**src/rtl/wsra_pkg.sv**
```systemverilog
package wsra_pkg;
  localparam int WORD_W = 32;
  localparam int STAGES = $clog2(WORD_W);
  localparam int AMT_W  = STAGES + 1;

  typedef struct packed {
    logic lt;
    logic gt;
    logic eq;
    logic so;
  } cond_t;
endpackage

```
**src/rtl/wsra_amount.sv**
```systemverilog
module wsra_amount #(
  parameter int W     = 32,
  parameter int AMT_W = $clog2(W) + 1
) (
  input  logic [W-1:0]     opnd,
  output logic [AMT_W-1:0] amt,
  output logic             big
);
  localparam int STAGES = $clog2(W);

  assign amt = opnd[AMT_W-1:0];
  assign big = |amt[AMT_W-1:STAGES];
endmodule

```
**src/rtl/wsra_barrel.sv**
```systemverilog
module wsra_barrel #(
  parameter int W     = 32,
  parameter int AMT_W = $clog2(W) + 1
) (
  input  logic [W-1:0]     src,
  input  logic [AMT_W-1:0] amt,
  input  logic             big,
  output logic [W-1:0]     dout
);
  localparam int STAGES = $clog2(W);

  logic          sgn;
  logic [W-1:0]  st [STAGES+1];

  assign sgn   = src[W-1];
  assign st[0] = src;

  for (genvar k = 0; k < STAGES; k++) begin : g_stage
    localparam int D = 2 ** k;
    assign st[k+1] = amt[k] ? {{D{sgn}}, st[k][W-1:D]} : st[k];
  end

  assign dout = big ? {W{sgn}} : st[STAGES];
endmodule

```
**src/rtl/wsra_lostbits.sv**
```systemverilog
module wsra_lostbits #(
  parameter int W     = 32,
  parameter int AMT_W = $clog2(W) + 1
) (
  input  logic [W-1:0]     src,
  input  logic [AMT_W-1:0] amt,
  output logic             carry
);
  logic [W-1:0] gone;

  for (genvar i = 0; i < W; i++) begin : g_mask
    assign gone[i] = (AMT_W'(i) < amt) ? src[i] : 1'b0;
  end

  assign carry = |gone;
endmodule

```
**src/rtl/wsra_cond.sv**
```systemverilog
module wsra_cond
  import wsra_pkg::*;
#(
  parameter int W = 32
) (
  input  logic [W-1:0] res,
  input  logic         so,
  output cond_t        cond
);
  logic zero;

  assign zero    = (res == '0);
  assign cond.lt = res[W-1];
  assign cond.gt = !res[W-1] && !zero;
  assign cond.eq = zero;
  assign cond.so = so;
endmodule

```
**src/rtl/wsra_unit.sv**
```systemverilog
module wsra_unit
  import wsra_pkg::*;
#(
  parameter int W     = WORD_W,
  parameter int AMT_W = $clog2(W) + 1
) (
  input  logic         clk,
  input  logic         rst,
  input  logic         in_valid,
  input  logic [W-1:0] in_src,
  input  logic [W-1:0] in_amt,
  input  logic         in_rec,
  input  logic         in_so,
  output logic         out_valid,
  output logic [W-1:0] out_result,
  output logic         out_carry,
  output logic [3:0]   out_cond
);
  logic [AMT_W-1:0] amt;
  logic             big;
  logic [W-1:0]     res_c;
  logic             carry_c;
  cond_t            cond_c;
  cond_t            cond_q;

  wsra_amount #(.W(W), .AMT_W(AMT_W)) amt_i (
    .opnd(in_amt), .amt(amt), .big(big)
  );

  wsra_barrel #(.W(W), .AMT_W(AMT_W)) bar_i (
    .src(in_src), .amt(amt), .big(big), .dout(res_c)
  );

  wsra_lostbits #(.W(W), .AMT_W(AMT_W)) lost_i (
    .src(in_src), .amt(amt), .carry(carry_c)
  );

  wsra_cond #(.W(W)) cond_i (
    .res(res_c), .so(in_so), .cond(cond_c)
  );

  always_ff @(posedge clk) begin
    if (rst) begin
      out_valid  <= 1'b0;
      out_result <= '0;
      out_carry  <= 1'b0;
      cond_q     <= '0;
    end else begin
      out_valid <= in_valid;
      if (in_valid) begin
        out_result <= res_c;
        out_carry  <= carry_c;
        if (in_rec) cond_q <= cond_c;
      end
    end
  end

  assign out_cond = cond_q;
endmodule

```
**config.mk**
```make
export PLATFORM = sky130hd
export DESIGN_NAME = wsra_unit
export DESIGN_NICKNAME = d
export VERILOG_FILES = /design/src/rtl/wsra_pkg.sv /design/src/rtl/wsra_amount.sv /design/src/rtl/wsra_barrel.sv /design/src/rtl/wsra_lostbits.sv /design/src/rtl/wsra_cond.sv /design/src/rtl/wsra_unit.sv
export SDC_FILE = /design/constraint.sdc
export NUM_CORES = 1
export LEC_CHECK = 0
export BUFFER_PORTS_ARGS = -buffer_cell sky130_fd_sc_hd__buf_2
export CAP_MARGIN = 40
export CELL_PAD_IN_SITES_DETAIL_PLACEMENT = 0
export CELL_PAD_IN_SITES_GLOBAL_PLACEMENT = 1
export CORE_MARGIN = 4
export CORE_UTILIZATION = 43
export DETAILED_ROUTE_END_ITERATION = 16
export PLACE_DENSITY = 0.89
export SYNTH_ARGS = -nofsm -noshare
export SYNTH_HDL_FRONTEND = slang
export SYNTH_SLANG_ARGS = --single-unit
```
**constraint.sdc**
```tcl
create_clock -name clk -period 4 [get_ports clk]
set_clock_uncertainty 0.15 [all_clocks]
set_input_delay 0.8 -clock clk [delete_from_list [all_inputs] [get_ports clk]]
set_output_delay 0.8 -clock clk [all_outputs]
set_load 0.01 [all_outputs]
```
==> results by group <==
Timing
  • Slew at the pin closest to its max-slew limit: 0.760 ns
  • Max-slew violation count: 0
  • Final setup fails: 0
  • TNS Setup: 0 ns
  • RSZ-0062 raised after global routing: false
  • Hold slack: 0.316 ns
  • Post-layout min period: 3.37 ns
  • Fin. Hold Viols: 0
  • Max Freq: 0.297 GHz
  • Slew HR: 49.3%
  • Tcrit/Tclk final: 84.3%

Yosys
  • Largest area contributor in the synthesized netlist: mux4_2
  • Synthesized cell area: 4130 sq um
  • Sequential share of the synthesized area: 18.4%
  • Yosys reg bits: 38
  • Syn nets: 550
  • Syn Inst Count: 481
  • Main flop type after synthesis: dfxtp_1
  • Syn Area/Cell: 8.58 sq um
  • Synth top area cells: mux4_2, dfxtp_1, mux2i_1
  • Synth top area share: 20.7%
  • Unique cell type count in the Yosys netlist: 60
  • YS warnings: 0
  • Post-synth ARST share: 0%
  • Post-synth EDFFs: 0

Final layout
  • Total Nets Final: 603
  • Share of layout cells above drive strength 1: 29.5%
  • Most frequent cells in the layout: buf_2, mux2i_1, nor2_1
  • Ant diodes: 0
  • Layout overhead on the synthesized area: 15.0%
  • Most common cell after layout, fill and taps aside: buf_2
  • Fillers: 917

Power and ir drop
  • Static leakage: 0.00189 uW
  • Pint: 807 uW
  • Combinational power share: 41.2%
  • Pwr dens: 262 nW/um^2
  • Sequential Power Share: 33.6%
  • Max rail drop VDD: 111 uV
  • Switching pwr: 436 uW
  • Sw frac: 35.1%
  • Clock power share: 25.2%

Clock tree
  • Clock transition at path regs: 0.07 ns
  • Clk sinks: 38
  • Worst-skew pair later-pin latency: 0.29 ns
  • CTS Buf Count: 5
  • Clk buf depth: 2
  • Root buf cell: clkbuf_8
  • Post CTS Setup Buffer Count: 0
  • # resized after CTS: 0
  • Hold_buf cts: 0
  • Max H-tree Level: 2
  • TritonCTS clock tree: built

Run
  • Max-Cap Viols: 0

Worst setup path
  • Max stage delay on crit path: 0.43 ns
  • Crit-path cells: buf_4, buf_12, buf_12, mux2i_1, mux4_2, nor2_1, a2111oi_2, nand4_1, nor4_2, o211ai_1
  • Levels on crit path: 10
  • CP bufs+invs: 3
  • Crit path max-delay family: buffers and inverters
  • Data required, critical path: 4.01 ns
  • Critical path arrival: 3.39 ns
  • Crit path max fanout: 30
  • Critical path class: primary input to flop
  • CP dominant cell by count: buf_12
  • CP max stage cell: nor4_2
  • Critical Path Sink Type: flop
  • FF-to-FF path depth: 2
  • CP Launch Type: primary input

Place
  • GPL Wtd Cong: 0.973
  • IO Port Bufs: 80
  • Detail Placement HPWL: 10.3 mm

Global routing
  • Vias in the first global route: 4065
  • Total Routing Usage GR: 24.4%
  • First-pass GRT wire length: 22.1 mm
  • Congestion Overflow GR: 0
  • Pin count of the biggest net entering global routing: 44
  • Initial antenna violation count: 0

Die
  • Die height: 106 um
  • Initial Util: 44.5%
  • Cell Rows: 35
  • # IOs: 107
  • Die width: 106 um
  • Core Footprint: 9280 sq um
  • Die ar.: 11200 sq um

Hold path
  • Hold Crit Depth: 2
  • HP Class: flop to flop

Drt
  • Number of remaining DRC errors: 0
  • Pre-Repair DR Iteration Count: 5
  • WL/cell: 20.6 um
  • Final ANT Viol Nets: 0
  • Initial DRC count: 449
  • Via/cell ratio: 6.45
  • Via Count: 4286
  • Total wire length: 13.7 mm

Outcome
  • Status: complete, no violations
-- synth_stat cells (6+ instances only) --
cell type and instances:
o21ai_0 19, nand2_1 35, nand4_1 6, o221ai_1 7, a211oi_1 22, mux2i_1 48
clkbuf_1 38, nor2b_1 7, nor2_1 47, nor4_1 8, mux4_2 38, nor3_1 13
o22ai_1 7, nand2b_1 9, dfxtp_1 38, o211ai_1 7, buf_2 9, a21oi_1 33
-- metal layers --
| layer | global-route usage, % | part of all wire [%] | vias to the layer above | wire length, um |
|---|---|---|---|---|
| met5 | 0 | 0 | - | 0 |
| met1 | 34.5 | 43 | 2004 | 5820 |
| li1 | - | - | 1986 | - |
| met3 | 3.70 | 9.7 | 36 | 1330 |
| met4 | 7.49 | 2.5 | 0 | 347 |
| met2 | 38.7 | 45 | 260 | 6190 |
-- worst min-delay path, cell delays in order, from the launching register on --
cell     delay [ns]
dfxtp_1        0.31
nand2_1        0.05
a21oi_1        0.06
-- through the flow --
stage               instance area [sq um]  instances  setup WS (ns)  util (%)  power, uW
floorplan                            4130        481          0.980         -        763
global placement                     4640        656          0.379      50.0        920
detailed placement                   4640        656          0.322      50.0        929
CTS                                  4750        664          0.609      51.1       1240
global route                         4750        664          0.316      51.1       1310
finish                               4750        664          0.629      51.1       1240
-- cell type report --
cell class                      instances  area [sq um]  area share [%]
Multi-Input combinational cell        381          3090            65.0
Timing Repair Buffer                  103           613            12.9
Sequential cell                        38           761            16.0
Inverter                                5          18.8           0.395
Clock inverter                          1          30.0           0.633
Tap cell                              129           161            3.40
Clock buffer                            7          76.3            1.61
-- cell families (layout without fill, tap and decap cells) --
kind of cell	count (synthesis)	after routing	synth area share, %
adder cells (fa/ha/maj)	2	2	0.485
buffers and inverters	62	116	6.82
AO/OA/AOI/OAI	141	141	23.4
multiplexers	89	89	33.2
AND/OR/NAND/NOR	149	149	17.7
flip-flops	38	38	18.4
-- power groups by stage --
stage	registers, uW	clock network, uW	logic (uW)
after CTS	418	322	503
after global routing	422	334	553
after floorplan	440	0	323
after detailed placement	427	0	502
after global placement	426	0	494
final	418	313	511
-- state kept, by name (all words and copies together) (netlist names) --
name / count
out_carry: 1
out_cond: 4
out_result: 32
out_valid: 1
-- worst paths after layout --
path | start | endpoint | slack, ns
setup / recovery | in_amt[0] | out_cond[2] | 0.63
hold / removal | out_cond[3] | out_cond[3] | 0.32
setup reg to reg | out_cond[1] | out_cond[1] | 3.09
hold reg to reg | out_cond[3] | out_cond[3] | 0.32
Power figures use the tool's default switching activity.
